## src/rtl/wpn_pkg.sv

```systemverilog
package wpn_pkg;

   localparam int DATA_W = 32;

   localparam logic [2:0] TRIG_LVL_LO    = 3'b000;
   localparam logic [2:0] TRIG_EDGE_FALL = 3'b010;
   localparam logic [2:0] TRIG_LVL_HI    = 3'b100;
   localparam logic [2:0] TRIG_EDGE_RISE = 3'b110;
   localparam logic [2:0] TRIG_EDGE_BOTH = 3'b111;

   // bit 3 enable, bits [2:0] trigger type
   typedef struct packed {
      logic       en;
      logic [2:0] trig;
   } pin_cfg_t;

   localparam int CFG_W = $bits(pin_cfg_t);

   localparam pin_cfg_t CFG_RESET = '{en: 1'b0, trig: TRIG_LVL_HI};

endpackage

```

## src/rtl/wpn_regbank.sv

```systemverilog
module wpn_regbank
   import wpn_pkg::*;
#(
   parameter int          NUM_PINS = 32,
   parameter int          ADDR_W   = 13,
   parameter int          CFG_BASE = 32'h110,
   parameter int          VER_ADDR = 32'h1000,
   parameter logic [31:0] VERSION  = 32'h0003_0200
) (
   input  logic                     clk,
   input  logic                     rst_n,
   input  logic                     bus_wr,
   input  logic                     bus_rd,
   input  logic [ADDR_W-1:0]        bus_addr,
   input  logic [DATA_W-1:0]        bus_wdata,
   output logic [DATA_W-1:0]        bus_rdata,
   output pin_cfg_t [NUM_PINS-1:0]  cfg_o,
   output logic [NUM_PINS-1:0]      cfg_wr_o
);

   localparam logic [ADDR_W-1:0] VER_A = ADDR_W'(VER_ADDR);

   logic [NUM_PINS-1:0] hit;
   logic [DATA_W-1:0]   rd_mux;
   logic                unused_wdata_hi;

   assign unused_wdata_hi = ^bus_wdata[DATA_W-1:CFG_W];

   for (genvar i = 0; i < NUM_PINS; i++) begin : g_word
      localparam logic [ADDR_W-1:0] WORD_A = ADDR_W'(CFG_BASE + 4 * i);
      pin_cfg_t cfg_q;

      assign hit[i]      = (bus_addr == WORD_A);
      assign cfg_wr_o[i] = bus_wr & hit[i];
      assign cfg_o[i]    = cfg_q;

      always_ff @(posedge clk or negedge rst_n) begin
         if (!rst_n) begin
            cfg_q <= CFG_RESET;
         end else if (cfg_wr_o[i]) begin
            cfg_q <= pin_cfg_t'(bus_wdata[CFG_W-1:0]);
         end
      end
   end

   always_comb begin
      rd_mux = '0;
      if (bus_addr == VER_A) begin
         rd_mux = VERSION;
      end
      for (int i = 0; i < NUM_PINS; i++) begin
         if (hit[i]) begin
            rd_mux = {{(DATA_W-CFG_W){1'b0}}, cfg_o[i]};
         end
      end
   end

   always_ff @(posedge clk or negedge rst_n) begin
      if (!rst_n) begin
         bus_rdata <= '0;
      end else if (bus_rd) begin
         bus_rdata <= rd_mux;
      end
   end

endmodule

```

## src/rtl/wpn_sync.sv

```systemverilog
module wpn_sync #(
   parameter int WIDTH  = 32,
   parameter int STAGES = 2
) (
   input  logic             clk,
   input  logic             rst_n,
   input  logic [WIDTH-1:0] din,
   output logic [WIDTH-1:0] dout
);

   logic [WIDTH-1:0] stg [STAGES];

   always_ff @(posedge clk or negedge rst_n) begin
      if (!rst_n) begin
         stg[0] <= '0;
      end else begin
         stg[0] <= din;
      end
   end

   for (genvar k = 1; k < STAGES; k++) begin : g_stage
      always_ff @(posedge clk or negedge rst_n) begin
         if (!rst_n) begin
            stg[k] <= '0;
         end else begin
            stg[k] <= stg[k-1];
         end
      end
   end

   assign dout = stg[STAGES-1];

endmodule

```

## src/rtl/wpn_lane.sv

```systemverilog
module wpn_lane
   import wpn_pkg::*;
(
   input  logic     clk,
   input  logic     rst_n,
   input  pin_cfg_t cfg,
   input  logic     clr,
   input  logic     smp,
   output logic     out
);

   logic prev;
   logic rise;
   logic fall;
   logic norm;

   assign rise = smp & ~prev;
   assign fall = ~smp & prev;

   always_comb begin
      case (cfg.trig)
         TRIG_LVL_HI:    norm = smp;
         TRIG_LVL_LO:    norm = ~smp;
         TRIG_EDGE_RISE: norm = rise;
         TRIG_EDGE_FALL: norm = fall;
         TRIG_EDGE_BOTH: norm = rise | fall;
         default:        norm = 1'b0;
      endcase
   end

   always_ff @(posedge clk or negedge rst_n) begin
      if (!rst_n) begin
         prev <= 1'b0;
         out  <= 1'b0;
      end else begin
         prev <= smp;
         out  <= clr ? 1'b0 : (cfg.en & norm);
      end
   end

endmodule

```

## src/rtl/wake_polarity_norm.sv

```systemverilog
module wake_polarity_norm
   import wpn_pkg::*;
#(
   parameter int          NUM_PINS    = 32,
   parameter int          SYNC_STAGES = 2,
   parameter int          ADDR_W      = 13,
   parameter int          CFG_BASE    = 32'h110,
   parameter int          VER_ADDR    = 32'h1000,
   parameter logic [31:0] VERSION     = 32'h0003_0200
) (
   input  logic                clk,
   input  logic                rst_n,
   input  logic [NUM_PINS-1:0] wake_in,
   input  logic                bus_wr,
   input  logic                bus_rd,
   input  logic [ADDR_W-1:0]   bus_addr,
   input  logic [31:0]         bus_wdata,
   output logic [31:0]         bus_rdata,
   output logic [NUM_PINS-1:0] wake_out
);

   localparam int CFG_END = CFG_BASE + 4 * NUM_PINS;

   if (NUM_PINS < 1 || NUM_PINS > 256) begin : g_bad_pins
      $error("NUM_PINS must lie in 1..256");
   end
   if (SYNC_STAGES < 2) begin : g_bad_sync
      $error("SYNC_STAGES must be at least 2");
   end
   if ((CFG_BASE % 4) != 0 || (VER_ADDR % 4) != 0) begin : g_bad_align
      $error("register addresses must be word aligned");
   end
   if (CFG_END > VER_ADDR && CFG_BASE <= VER_ADDR) begin : g_bad_overlap
      $error("configuration array overlaps the version word");
   end
   if (VER_ADDR >= (1 << ADDR_W) || CFG_END > (1 << ADDR_W)) begin : g_bad_addr_w
      $error("ADDR_W too narrow for the address map");
   end

   pin_cfg_t [NUM_PINS-1:0] cfg;
   logic [NUM_PINS-1:0]     cfg_wr;
   logic [NUM_PINS-1:0]     smp;
   logic [NUM_PINS-1:0]     pin_en;
   logic [3*NUM_PINS-1:0]   pin_trig;

   wpn_regbank #(
      .NUM_PINS (NUM_PINS),
      .ADDR_W   (ADDR_W),
      .CFG_BASE (CFG_BASE),
      .VER_ADDR (VER_ADDR),
      .VERSION  (VERSION)
   ) u_regs (
      .clk       (clk),
      .rst_n     (rst_n),
      .bus_wr    (bus_wr),
      .bus_rd    (bus_rd),
      .bus_addr  (bus_addr),
      .bus_wdata (bus_wdata),
      .bus_rdata (bus_rdata),
      .cfg_o     (cfg),
      .cfg_wr_o  (cfg_wr)
   );

   wpn_sync #(
      .WIDTH  (NUM_PINS),
      .STAGES (SYNC_STAGES)
   ) u_sync (
      .clk   (clk),
      .rst_n (rst_n),
      .din   (wake_in),
      .dout  (smp)
   );

   for (genvar i = 0; i < NUM_PINS; i++) begin : g_lane
      assign pin_en[i]         = cfg[i].en;
      assign pin_trig[3*i +: 3] = cfg[i].trig;

      wpn_lane u_lane (
         .clk   (clk),
         .rst_n (rst_n),
         .cfg   (cfg[i]),
         .clr   (cfg_wr[i]),
         .smp   (smp[i]),
         .out   (wake_out[i])
      );
   end

endmodule

```

## config.mk

```make
export PLATFORM = sky130hd
export DESIGN_NAME = wake_polarity_norm
export DESIGN_NICKNAME = d
export VERILOG_FILES = /design/src/rtl/wpn_pkg.sv /design/src/rtl/wpn_regbank.sv /design/src/rtl/wpn_sync.sv /design/src/rtl/wpn_lane.sv /design/src/rtl/wake_polarity_norm.sv
export SDC_FILE = /design/constraint.sdc
export NUM_CORES = 1
export LEC_CHECK = 0
export BUFFER_PORTS_ARGS = -buffer_cell sky130_fd_sc_hd__buf_2
export CORE_UTILIZATION = 32
export DETAILED_ROUTE_END_ITERATION = 8
export PLACE_DENSITY_LB_ADDON = 0.05
export SYNTH_ARGS = -nofsm -noshare
export SYNTH_HDL_FRONTEND = slang
export SYNTH_SLANG_ARGS = --single-unit
```

## constraint.sdc

```tcl
create_clock -name clk -period 3.95 [get_ports clk]
set_clock_uncertainty 0.2 [all_clocks]
set_input_delay 0.1975 -clock clk [delete_from_list [all_inputs] [get_ports clk]]
set_output_delay 0.1975 -clock clk [all_outputs]
set_load 0.05 [all_outputs]
```

==> impl_metrics.toml <==
[die]
initial_core_util = 0.3257
core-area_sq_um = 40920
pin_count = 145
die_area_sq_um = 42470
die_width_microns = 206.1
dieHeight_microns = 206.1
rows = 74

[synth]
synthDistinctLibCells = 74
synth_fa_ha_area_frac = 0.06008
synth-seq-cells = 261
synth_top_family_by_area = "compound AO/OA/AOI/OAI gates"
synth_cells = 1202
synth-main-ff-cell = "dfrtp_1"
avgSynthCellArea_sq_um = 11.09
yosys.area_share.simple = 0.1234
ys_seq_area_frac = 0.4930
ys_warn_count = 0
synth_mux_area_frac = 0.1210
async_flop_share = 1.000
synth_xor_area_frac = 0
synth_edf_count = 0
synth_compound_area_frac = 0.1299
netlist_area_sq_um = 13330

[place]
placed_cells = 1760
dp_hpwl_mm = 26.43
gp_congestion = 0.8476
io_buffer_count = 91
place_area_sq_um = 14080

[hold_path]
hp-class = "primary input to flip-flop"
min_to = "u_sync.stg[61]$_DFF_PN0_"
worstHoldStart = "wake_in[29]"
whs_path_depth = 2

[clock_tree]
cts_buffers = 34
clkLatencyLatePin_ns = 0.54
cts_buffer_depth = 3
cts_resized = 0
tritoncts = "yes"
clockRootBuffer = "clkbuf_16"
clkSinkCount = 261
clkTransAtPathRegs_ns = 0.06
cts_max_level = 2

[global_route]
grt_max_degree = 101
globalRouteTotalUtil = 0.1833
grt_overflow = 0
grt_antenna_before_repair = 0
first_global_vias = 9430
grt_pass1_wl_mm = 58.74

[worst_setup_path]
worstPathArrival_ns = 2.64
cp_max_fo = 25
r2r-start = "u_regs.cfg_o[12]$_DFFE_PN0P_"
cp-start-kind = "primary input"
end_kind = "flip-flop"
required_ns = 4.15
rrSetupSlack_ns = 1.57
worstSetupPathType = "primary input to flip-flop"
regToRegEndpoint = "u_regs.bus_rdata[0]$_DFFE_PN0P_"
ff2ff_path_depth = 7

[final_layout]
drive_above_1_share = 0.2430
area_growth_pct = 16.52
instances_no_fill = 1857
fin_area_sq_um = 15530
antennaDiodeCount = 0
nets = 1445

[detailed_routing]
first_pass_iters = 4
drt-total-wl_mm = 37.99
drt_iter0_drc = 496
num_vias = 9618
via_per_inst = 5.179
drc = 0
ant_nets = 0
avgRoutedWirePerCell_microns = 20.46

[sta]
fmax_mhz = 410.0
tightest_slew_ns = 0.8296
whs_ns = 0.1044
hold_viol_final = 0
period_share = 0.6175
fin_tns_setup_ns = 0
setup_violations = 0
relSlewSlack = 0.4469
period_minus_slack_ns = 2.439
final-max-slew-violation-count = 0
rsz0062_at_grt = "false"

[power_and_ir_drop]
power_mw = 6.241
p_comb_frac = 0.072
p_leak_nw = 7.112
p_int_mw = 4.732
clockPowerShare = 0.483
power_switching_mw = 1.509
powerDensity_nw_per_um2 = 401.9
swShare = 0.2418
ir_worst_vdd_uv = 246.8
seqPwrFrac = 0.445

[outcome]
outcome = "finished clean"

[job]
maxCapViolations = 0
## critical path, stage by stage
cell	delay, ns
buf_2	0.29
or4b_1	0.78
nor3_1	0.63
nor4_1	0.19
o21ai_1	0.20
a311o_1	0.21
o211ai_1	0.12
## repair_timing
action	4_1_cts	5_1_grt
hold endpoints to repair	136	0
hold buffers	36	0
setup endpoints to repair	0	0
setup buffers	0	0
## power groups by stage
stage | Combinational (mW) | Clock [mW] | Sequential (mW)
2_1_floorplan | 0.263 | 0 | 2.82
3_3_place_gp | 0.423 | 0 | 2.82
3_5_place_dp | 0.426 | 0 | 2.82
4_1_cts | 0.454 | 3.14 | 2.78
5_1_grt | 0.500 | 3.25 | 2.78
6_report | 0.448 | 3.02 | 2.78
## how the worst max path moves through the flow
stage | startpoint | endpoint | slack, ns
after floorplan | bus_addr[9] | u_regs.bus_rdata[1]$_DFFE_PN0P_ | 1.77
after global placement | bus_addr[2] | u_regs.bus_rdata[1]$_DFFE_PN0P_ | 1.04
after global routing | bus_addr[2] | u_regs.bus_rdata[1]$_DFFE_PN0P_ | 1.36
after detailed placement | bus_addr[3] | u_regs.bus_rdata[2]$_DFFE_PN0P_ | 1.03
final | bus_addr[3] | u_regs.bus_rdata[3]$_DFFE_PN0P_ | 1.51
after CTS | u_regs.cfg_o[12]$_DFFE_PN0P_ | u_regs.bus_rdata[0]$_DFFE_PN0P_ | 1.56
## stage by stage
stage,utilization,setup slack [ns]
after global placement,0.3440,1.043
after floorplan,-,1.774
after CTS,0.3795,1.559
final,0.3795,1.511
after global routing,0.3795,1.357
after detailed placement,0.3440,1.034
## layer usage
metal  GRT usage  up-vias  part of all wire
met4     0.05909        0             0.022
met3     0.02870       59             0.039
met5           0        -                 0
met1      0.2643     4822              0.49
li1            -     4522                 -
met2      0.2791      215              0.45
## layout make-up
cell class | instances | area [sq um]
clock buffer | 55 | 1033
clock inverter | 6 | 57.56
fill | 4046 | 25390
inverter | 76 | 285.3
multi-input combinational | 776 | 5899
sequential | 261 | 6571
tap | 532 | 665.6
timing repair buffer | 151 | 1018
## cells in the final DEF (no fill, tap or decap), types with 7 or more instances in the layout
cell type	instances
dfrtp_1	229
mux2_2	109
buf_2	90
inv_1	75
nor2_1	69
ha_1	64
nand2_1	59
a21oi_1	55
o21ai_0	44
clkbuf_16	37
a211oi_1	36
dlygate4sd3_1	36
mux2i_1	34
dfstp_2	32
nand3_1	31
a211o_1	30
nand4b_1	30
conb_1	25
buf_4	23
nor3_1	20
nand4_1	18
o22ai_1	17
clkbuf_1	14
o211ai_1	8
o21ai_1	8
a22oi_1	7
## sequential cells by signal, summed over array words and instances (netlist names)
signal / cells
u_regs.cfg_o: 128
g_lane.u_lane.out: 32
g_lane.u_lane.prev: 32
u_sync.dout: 32
u_sync.stg: 32
u_regs.bus_rdata: 5
## cell families after synthesis
logic type               count (synthesis)
AO/OA/AOI/OAI                          257
adder cells (fa/ha/maj)                 64
buffers and inverters                  189
flip-flops                             261
multiplexers                           145
other                                    1
AND/OR/NAND/NOR                        285
## synth_stat cells, types with 6 or more instances
| master | n | area (sq um) |
|---|---|---|
| nand4b_1 | 30 | 262.8 |
| inv_1 | 75 | 281.5 |
| a211o_1 | 30 | 262.8 |
| a22oi_1 | 7 | 52.55 |
| o21ai_1 | 8 | 40.04 |
| buf_4 | 62 | 465.5 |
| nor3_1 | 20 | 100.1 |
| mux2_2 | 109 | 1227 |
| clkbuf_1 | 30 | 112.6 |
| a21oi_1 | 55 | 275.3 |
| a31oi_1 | 6 | 37.54 |
| nand4_1 | 18 | 112.6 |
| o21ai_0 | 44 | 220.2 |
| buf_2 | 17 | 85.08 |
| dfrtp_1 | 229 | 5731 |
| nand2_1 | 59 | 221.5 |
| nand3_1 | 31 | 155.2 |
| dfstp_2 | 32 | 840.8 |
| mux2i_1 | 34 | 340.3 |
| nor2b_1 | 6 | 37.54 |
| a211oi_1 | 36 | 270.3 |
| o22ai_1 | 17 | 106.4 |
| o211ai_1 | 8 | 60.06 |
| ha_1 | 64 | 800.8 |
| nor2_1 | 69 | 259.0 |
(Power assumes the default switching activity.)
